**src/rtl/jtag_tap_pkg.sv**
```systemverilog
package jtag_tap_pkg;

    typedef enum logic [3:0] {
        ST_RESET,
        ST_IDLE,
        ST_DR_SCAN,
        ST_DR_CAPTURE,
        ST_DR_SHIFT,
        ST_DR_EXIT1,
        ST_DR_PAUSE,
        ST_DR_EXIT2,
        ST_DR_UPDATE,
        ST_IR_SCAN,
        ST_IR_CAPTURE,
        ST_IR_SHIFT,
        ST_IR_EXIT1,
        ST_IR_PAUSE,
        ST_IR_EXIT2,
        ST_IR_UPDATE
    } tap_state_e;

    typedef enum logic {
        SEL_BYPASS,
        SEL_IDENT
    } dr_sel_e;

    typedef struct packed {
        logic oe;
        logic dat;
    } tdo_out_t;

    function automatic tap_state_e tap_next(tap_state_e s, logic tms);
        tap_state_e n;
        case (s)
            ST_RESET:      n = tms ? ST_RESET     : ST_IDLE;
            ST_IDLE:       n = tms ? ST_DR_SCAN   : ST_IDLE;
            ST_DR_SCAN:    n = tms ? ST_IR_SCAN   : ST_DR_CAPTURE;
            ST_DR_CAPTURE: n = tms ? ST_DR_EXIT1  : ST_DR_SHIFT;
            ST_DR_SHIFT:   n = tms ? ST_DR_EXIT1  : ST_DR_SHIFT;
            ST_DR_EXIT1:   n = tms ? ST_DR_UPDATE : ST_DR_PAUSE;
            ST_DR_PAUSE:   n = tms ? ST_DR_EXIT2  : ST_DR_PAUSE;
            ST_DR_EXIT2:   n = tms ? ST_DR_UPDATE : ST_DR_SHIFT;
            ST_DR_UPDATE:  n = tms ? ST_DR_SCAN   : ST_IDLE;
            ST_IR_SCAN:    n = tms ? ST_RESET     : ST_IR_CAPTURE;
            ST_IR_CAPTURE: n = tms ? ST_IR_EXIT1  : ST_IR_SHIFT;
            ST_IR_SHIFT:   n = tms ? ST_IR_EXIT1  : ST_IR_SHIFT;
            ST_IR_EXIT1:   n = tms ? ST_IR_UPDATE : ST_IR_PAUSE;
            ST_IR_PAUSE:   n = tms ? ST_IR_EXIT2  : ST_IR_PAUSE;
            ST_IR_EXIT2:   n = tms ? ST_IR_UPDATE : ST_IR_SHIFT;
            default:       n = tms ? ST_DR_SCAN   : ST_IDLE;
        endcase
        return n;
    endfunction

    // Only the identification opcode is decoded; everything else is the one-bit path.
    function automatic dr_sel_e ir_decode(logic [3:0] ir, logic [3:0] id_op);
        return (ir == id_op) ? SEL_IDENT : SEL_BYPASS;
    endfunction

endpackage

```
**src/rtl/tap_fsm.sv**
```systemverilog
module tap_fsm
    import jtag_tap_pkg::*;
(
    input  logic       tck,
    input  logic       trst_n,
    input  logic       tms,
    output tap_state_e state
);
    always_ff @(posedge tck or negedge trst_n) begin
        if (!trst_n) state <= ST_RESET;
        else         state <= tap_next(state, tms);
    end
endmodule

```
**src/rtl/tap_ir.sv**
```systemverilog
module tap_ir
    import jtag_tap_pkg::*;
#(
    parameter int          IR_W  = 4,
    parameter logic [3:0]  ID_OP = 4'b0001
) (
    input  logic            tck,
    input  logic            trst_n,
    input  tap_state_e      state,
    input  logic            tdi,
    output logic [IR_W-1:0] ir,
    output logic [IR_W-1:0] ir_shift
);
    localparam logic [IR_W-1:0] CAP_VAL = {{(IR_W-2){1'b0}}, 2'b01};
    localparam logic [IR_W-1:0] ID_VAL  = IR_W'(ID_OP);

    always_ff @(posedge tck or negedge trst_n) begin
        if (!trst_n) begin
            ir_shift <= CAP_VAL;
        end else begin
            case (state)
                ST_IR_CAPTURE: ir_shift <= CAP_VAL;
                ST_IR_SHIFT:   ir_shift <= {tdi, ir_shift[IR_W-1:1]};
                default:       ir_shift <= ir_shift;
            endcase
        end
    end

    always_ff @(posedge tck or negedge trst_n) begin
        if (!trst_n) begin
            ir <= ID_VAL;
        end else begin
            case (state)
                ST_RESET:     ir <= ID_VAL;
                ST_IR_UPDATE: ir <= ir_shift;
                default:      ir <= ir;
            endcase
        end
    end
endmodule

```
**src/rtl/tap_dr.sv**
```systemverilog
module tap_dr
    import jtag_tap_pkg::*;
#(
    parameter int              ID_W   = 32,
    parameter logic [ID_W-1:0] ID_VAL = 32'h0000_0001
) (
    input  logic       tck,
    input  logic       trst_n,
    input  tap_state_e state,
    input  logic       tdi,
    input  dr_sel_e    sel,
    output logic       dr_lsb
);
    logic            byp_q;
    logic [ID_W-1:0] id_q;

    always_ff @(posedge tck or negedge trst_n) begin
        if (!trst_n) begin
            byp_q <= 1'b0;
        end else if (sel == SEL_BYPASS) begin
            case (state)
                ST_DR_CAPTURE: byp_q <= 1'b0;
                ST_DR_SHIFT:   byp_q <= tdi;
                default:       byp_q <= byp_q;
            endcase
        end
    end

    always_ff @(posedge tck or negedge trst_n) begin
        if (!trst_n) begin
            id_q <= '0;
        end else if (sel == SEL_IDENT) begin
            case (state)
                ST_DR_CAPTURE: id_q <= ID_VAL;
                ST_DR_SHIFT:   id_q <= {tdi, id_q[ID_W-1:1]};
                default:       id_q <= id_q;
            endcase
        end
    end

    assign dr_lsb = (sel == SEL_IDENT) ? id_q[0] : byp_q;
endmodule

```
**src/rtl/jtag_tap.sv**
```systemverilog
module jtag_tap
    import jtag_tap_pkg::*;
#(
    parameter int          IR_W   = 4,
    parameter int          ID_W   = 32,
    parameter logic [3:0]  ID_OP  = 4'b0001,
    parameter logic [31:0] ID_VAL = 32'h0000_0001
) (
    input  logic tck,
    input  logic trst_n,
    input  logic tms,
    input  logic tdi,
    output logic tdo,
    output logic tdo_oe
);
    tap_state_e      state;
    logic [IR_W-1:0] ir;
    logic [IR_W-1:0] ir_shift;
    dr_sel_e         dr_sel;
    logic            dr_lsb;
    tdo_out_t        out_d, out_q;

    tap_fsm u_fsm (
        .tck    (tck),
        .trst_n (trst_n),
        .tms    (tms),
        .state  (state)
    );

    tap_ir #(.IR_W(IR_W), .ID_OP(ID_OP)) u_ir (
        .tck      (tck),
        .trst_n   (trst_n),
        .state    (state),
        .tdi      (tdi),
        .ir       (ir),
        .ir_shift (ir_shift)
    );

    assign dr_sel = ir_decode(4'(ir), ID_OP);

    tap_dr #(.ID_W(ID_W), .ID_VAL(ID_W'(ID_VAL))) u_dr (
        .tck    (tck),
        .trst_n (trst_n),
        .state  (state),
        .tdi    (tdi),
        .sel    (dr_sel),
        .dr_lsb (dr_lsb)
    );

    always_comb begin
        out_d = '0;
        case (state)
            ST_IR_SHIFT: out_d = '{oe: 1'b1, dat: ir_shift[0]};
            ST_DR_SHIFT: out_d = '{oe: 1'b1, dat: dr_lsb};
            default:     out_d = '0;
        endcase
    end

    // Output stage retimed to the falling edge.
    always_ff @(negedge tck or negedge trst_n) begin
        if (!trst_n) out_q <= '0;
        else         out_q <= out_d;
    end

    assign tdo    = out_q.dat;
    assign tdo_oe = out_q.oe;
endmodule

```
**config.mk**
```make
export PLATFORM = sky130hd
export DESIGN_NAME = jtag_tap
export DESIGN_NICKNAME = d
export VERILOG_FILES = /design/src/rtl/jtag_tap_pkg.sv /design/src/rtl/tap_fsm.sv /design/src/rtl/tap_ir.sv /design/src/rtl/tap_dr.sv /design/src/rtl/jtag_tap.sv
export SDC_FILE = /design/constraint.sdc
export NUM_CORES = 1
export LEC_CHECK = 0
export BUFFER_PORTS_ARGS = -buffer_cell sky130_fd_sc_hd__buf_2
export CAP_MARGIN = 5
export CORE_AREA = 8 8 98 100
export CTS_CLUSTER_SIZE = 24
export DETAILED_ROUTE_END_ITERATION = 10
export DIE_AREA = 0 0 106 108
export HOLD_SLACK_MARGIN = 0.15
export PLACE_DENSITY_LB_ADDON = 0.05
export SLEW_MARGIN = 20
export SYNTH_ARGS = -nofsm -noshare
export SYNTH_HDL_FRONTEND = slang
export SYNTH_SLANG_ARGS = --single-unit
```
**constraint.sdc**
```tcl
create_clock -name tck -period 2.1 [get_ports tck]
set_clock_uncertainty 0.15 [all_clocks]
set_input_delay 0.315 -clock tck [delete_from_list [all_inputs] [get_ports tck]]
set_output_delay 0.315 -clock tck [all_outputs]
set_load 0.1 [all_outputs]
```
* After elaboration in Yosys (flattened, before gate mapping)
Cells that the tools add are included.
Operators by class: add/sub/neg operators 0, multiply operators 0, div/mod/pow operators 0, order comparisons 0, eq/ne operators 14, shift operators 0, muxes and demuxes 20, bitwise logic cells 1, reductions and logical operators 8
Operators with widths (number):
- case mux 32 bit (2 select lines) | 1
- case mux 4 bit (11 select lines) | 1
- equality test 4 bit (second input constant) | 7
- equality test 4 x 3 -> 1 bit (second input constant) | 4
- two-way mux 4 bit | 4
- case mux 4 bit (2 select lines) | 2
- equality test 4 x 2 -> 1 bit (second input constant) | 2
- two-way mux 2 bit | 3
- two-way mux 3 bit | 2
- nonzero test 2 bit | 3
- two-way mux 1 bit | 5
- equality test 4 x 1 -> 1 bit (second input constant) | 1
- zero test 4 bit | 1
- case mux 2 bit (2 select lines) | 1
- AND reduction 2 bit | 2
- OR reduction 2 bit | 2
- case mux 1 bit (2 select lines) | 1
- NOT 1 bit | 1
Word-level totals: register bits after elaboration 47, latch bits 0, bits in writable memories 0, memory bits (read-only) 0, bits of input ports 4, logic and storage cells 50, memories 0

* Depth between registers and ports, before layout
depth after elaboration 4, gate-level depth with buffers 7, mapped depth without buffers 4

* Hierarchy
A second synthesis with hierarchy kept.
Unflattened totals: cell total of the unflattened synthesis 168, area, all modules 2021.9 µm²
Modules (own cells, without submodules):
- tap_dr | times used 1, cells an instance 85, area an instance 1256.2 µm², seq. area each 825.8 µm²
- tap_ir | times used 1, cells an instance 37, area an instance 364.1 µm², seq. area each 202.7 µm²
- tap_fsm | times used 1, cells an instance 37, area an instance 300.3 µm², seq. area each 100.1 µm²
- jtag_tap | times used 1, cells an instance 9, area an instance 101.3 µm², seq. area each 50.0 µm²

==> impl_metrics.yaml <==
cells_and_area:
  n_antenna_cell: 0
  layout.nets: 205
  multi_input_area_sq_um: 711
  finalNonFillerCells: 306
  layout-drive-gt1-share: 0.239
  seq_area_sq_um: 1180
  area_growth_pct: 28.5
  num-fill-cells: 828
global_route:
  use_met3: 0.0196
  antenna_found_initial: 0
  met1_usage: 0.117
  grt_max_degree: 33
  met2_usage: 0.130
  grt_pass1_vias: 1538
  grt-busiest-layer: "met2"
  track_usage: 0.0857
  grt.overflow.total: 0
  grt_first_pass_wirelength_um: 7810
sta:
  setup_ws_ps: -466
  relSlewSlack: 0.758
  hold_viol: 0
  whs_ps: 168
  setup_viol: 35
  slew_viol_final: 0
  tightest_slew_ps: 363
  rsz0062_at_grt: "true"
worst_setup_path:
  crit_path_top_delay_cell: "dfstp_2"
  endpoint_kind: "flip-flop"
  critPathLaunch: "u_ir.ir[0]"
  startpoint_type: "flip-flop"
  crit_family: "flip-flops"
  cp_cell_sequence: "or4b_4 -> a21oi_2 -> o21ai_1"
  critPathBufInv: 0
  r2r_start: "u_ir.ir[0]"
  reg2reg_setup_slack_ps: -470
  r2r_end: "tdo"
  critPathKind: "reg -> reg"
  worstPathArrival_ps: 1510
  crit_path_max_fanout: 4
  cp_slowest_stage_delay_ps: 530
  r2r_cells: 3
  worstPathRequired_ps: 1040
die:
  core-area_sq_um: 8050
  die_h_um: 108
  die-area_sq_um: 11400
  rows: 33
  initial_core_util: 0.244
  io_pins: 6
  fp.dieW_um: 106
yosys:
  synthCells: 176
  ys_ff_latch: 47
  synth_seq_area_share: 0.600
  yosysUniqueCellTypes: 31
  netlist_area_sq_um: 1970
  postSynthAreaPerCell_sq_um: 11.2
  syn-num-nets: 180
  netlist_top_cells_area: "dfrtp_1 55%, a22o_1 14%, a21oi_1 3.3%"
  yosysWarnings: 0
  synth_top_area_share: 0.547
  synth_top_cell_by_area: "dfrtp_1"
placed_design:
  dpl.cell_count: 288
  portBuffers: 5
  hpwl_um: 2620
  dp_slack_ps: -449
  place.gp.congestion: 0.738
clock_network:
  cts-root-buf: "clkbuf_8"
  cts_buffer_depth: 2
  numCtsBuffers: 5
  clkSlewWorstSetupHoldPaths_ps: 90
  h-tree-depth: 2
  insertion_delay_ps: 290
  cts_tree: "built"
  cts_sinks: 47
worst_hold_path:
  hold_path_class: "in -> reg"
  min-delay-start: "tdi"
  hold_end: "u_ir.ir_shift[3]"
  hold_path_depth: 3
job:
  max_cap_violations: 0
pwr:
  power_density_nw_per_um2: 1520
  p_leak_nw: 1.17
  peakVddDrop_v: 0.000363
outcome:
  violations: "setup timing"
  outcome: "finished with violations"
route:
  wire_per_inst_um: 14.3
  ant_nets: 0
  drt_iter0_drc: 96
  firstDrtPassIters: 4
  drt-total-wl_um: 4360
  num_vias: 1392
  drc: 0
  viasPerCell: 4.55
worst max-delay path by stage:
stage,cells past startpoint,slack (ps),endpoint
finish,3,-470,tdo
detailed placement,3,-450,tdo
floorplan,3,-440,tdo
global placement,3,-440,tdo
global route,3,-520,tdo
CTS,3,-470,tdo
through the flow:
stage	setup TNS (ps)	util	cell area [sq um]	total power, mW
after floorplan	-1190	-	1990	2.25
after CTS	-11120	0.312	2510	3.84
after global routing	-16460	0.314	2530	4.14
final	-14200	0.314	2530	3.85
after detailed placement	-3130	0.278	2240	2.71
after global placement	-2850	0.278	2240	2.68
timing repair:
action / 4_1_cts / 5_1_grt
setup buffers: 5 / 2
cloned: 3 / 0
hold buffers: 1 / 0
hold endpoints to repair: 44 / 0
pin swaps: 1 / 1
endpoints found under the setup margin: 35 / 36
gates resized for setup: 9 / 0
placed cells by master, fill, tap and decap left out, types with 2 or more instances in the layout:
master	Yosys	routed
dfrtp_1	43	43
a22o_1	31	31
buf_4	0	17
nand2_1	15	14
a21oi_1	13	12
nor2_1	12	11
o21ai_0	10	8
inv_1	5	5
clkbuf_8	0	5
buf_12	0	5
o22ai_1	4	4
nand2b_1	4	4
buf_6	3	4
buf_16	0	3
buf_2	4	3
nand3_1	2	2
o21ai_1	0	2
nor3_1	2	2
dfrtn_1	2	2
dfstp_2	2	2
Yosys cell counts:
master	n
dfrtp_1	43
a22o_1	31
nand2_1	15
a21oi_1	13
nor2_1	12
o21ai_0	10
clkbuf_1	7
inv_1	5
buf_2	4
nand2b_1	4
o22ai_1	4
buf_6	3
dfrtn_1	2
dfstp_2	2
nand3_1	2
nor2b_1	2
nor3_1	2
or3_1	2
a221o_1	1
a22oi_1	1
and3_1	1
and3b_1	1
buf_1	1
nand3b_1	1
nand4_1	1
o211ai_1	1
o21a_1	1
o221ai_1	1
o2bb2ai_1	1
or4b_4	1
xor2_1	1
cells by family after synthesis:
logic type | synth area share
buffers and inverters | 0.0522
DFF | 0.600
and+or+nand+nor | 0.109
xor gates and xnor gates | 0.00446
AOI/OAI and AO/OA | 0.235
worst reg2reg max path, cell delays in order (launching register included):
cell     delay (ps)
dfstp_2         530
or4b_4          480
a21oi_2         140
o21ai_1          60
flip-flops by register name, summed over array words and instances (netlist names):
name / cells
u_dr.id_q: 32
u_ir.ir: 4
u_fsm.state: 4
tdo: 1
u_ir.ir_shift: 4
u_dr.byp_q: 1
tdo_oe: 1
per-layer routing:
metal | vias to the layer above | wire length, um
met3 | 5 | 108
met5 | - | 0
met1 | 699 | 2230
li1 | 679 | -
met2 | 9 | 1970
met4 | 0 | 55
area by class of cell:
| cell class | instances | share of cell area |
|---|---|---|
| inverters | 5 | 0.00743 |
| repair buffers | 33 | 0.151 |
| clock inverters | 2 | 0.0149 |
| clock buffers | 5 | 0.0272 |
| well taps | 105 | 0.0520 |
| flip-flops and latches | 47 | 0.467 |
| multi-input cells | 109 | 0.281 |
power breakdown:
part / switching, mW / internal (mW) / total [mW]
Sequential: 0.137 / 1.10 / 1.24
Clock: 0.301 / 0.348 / 0.649
Combinational: 0.967 / 0.993 / 1.96
(Power assumes the default switching activity.)
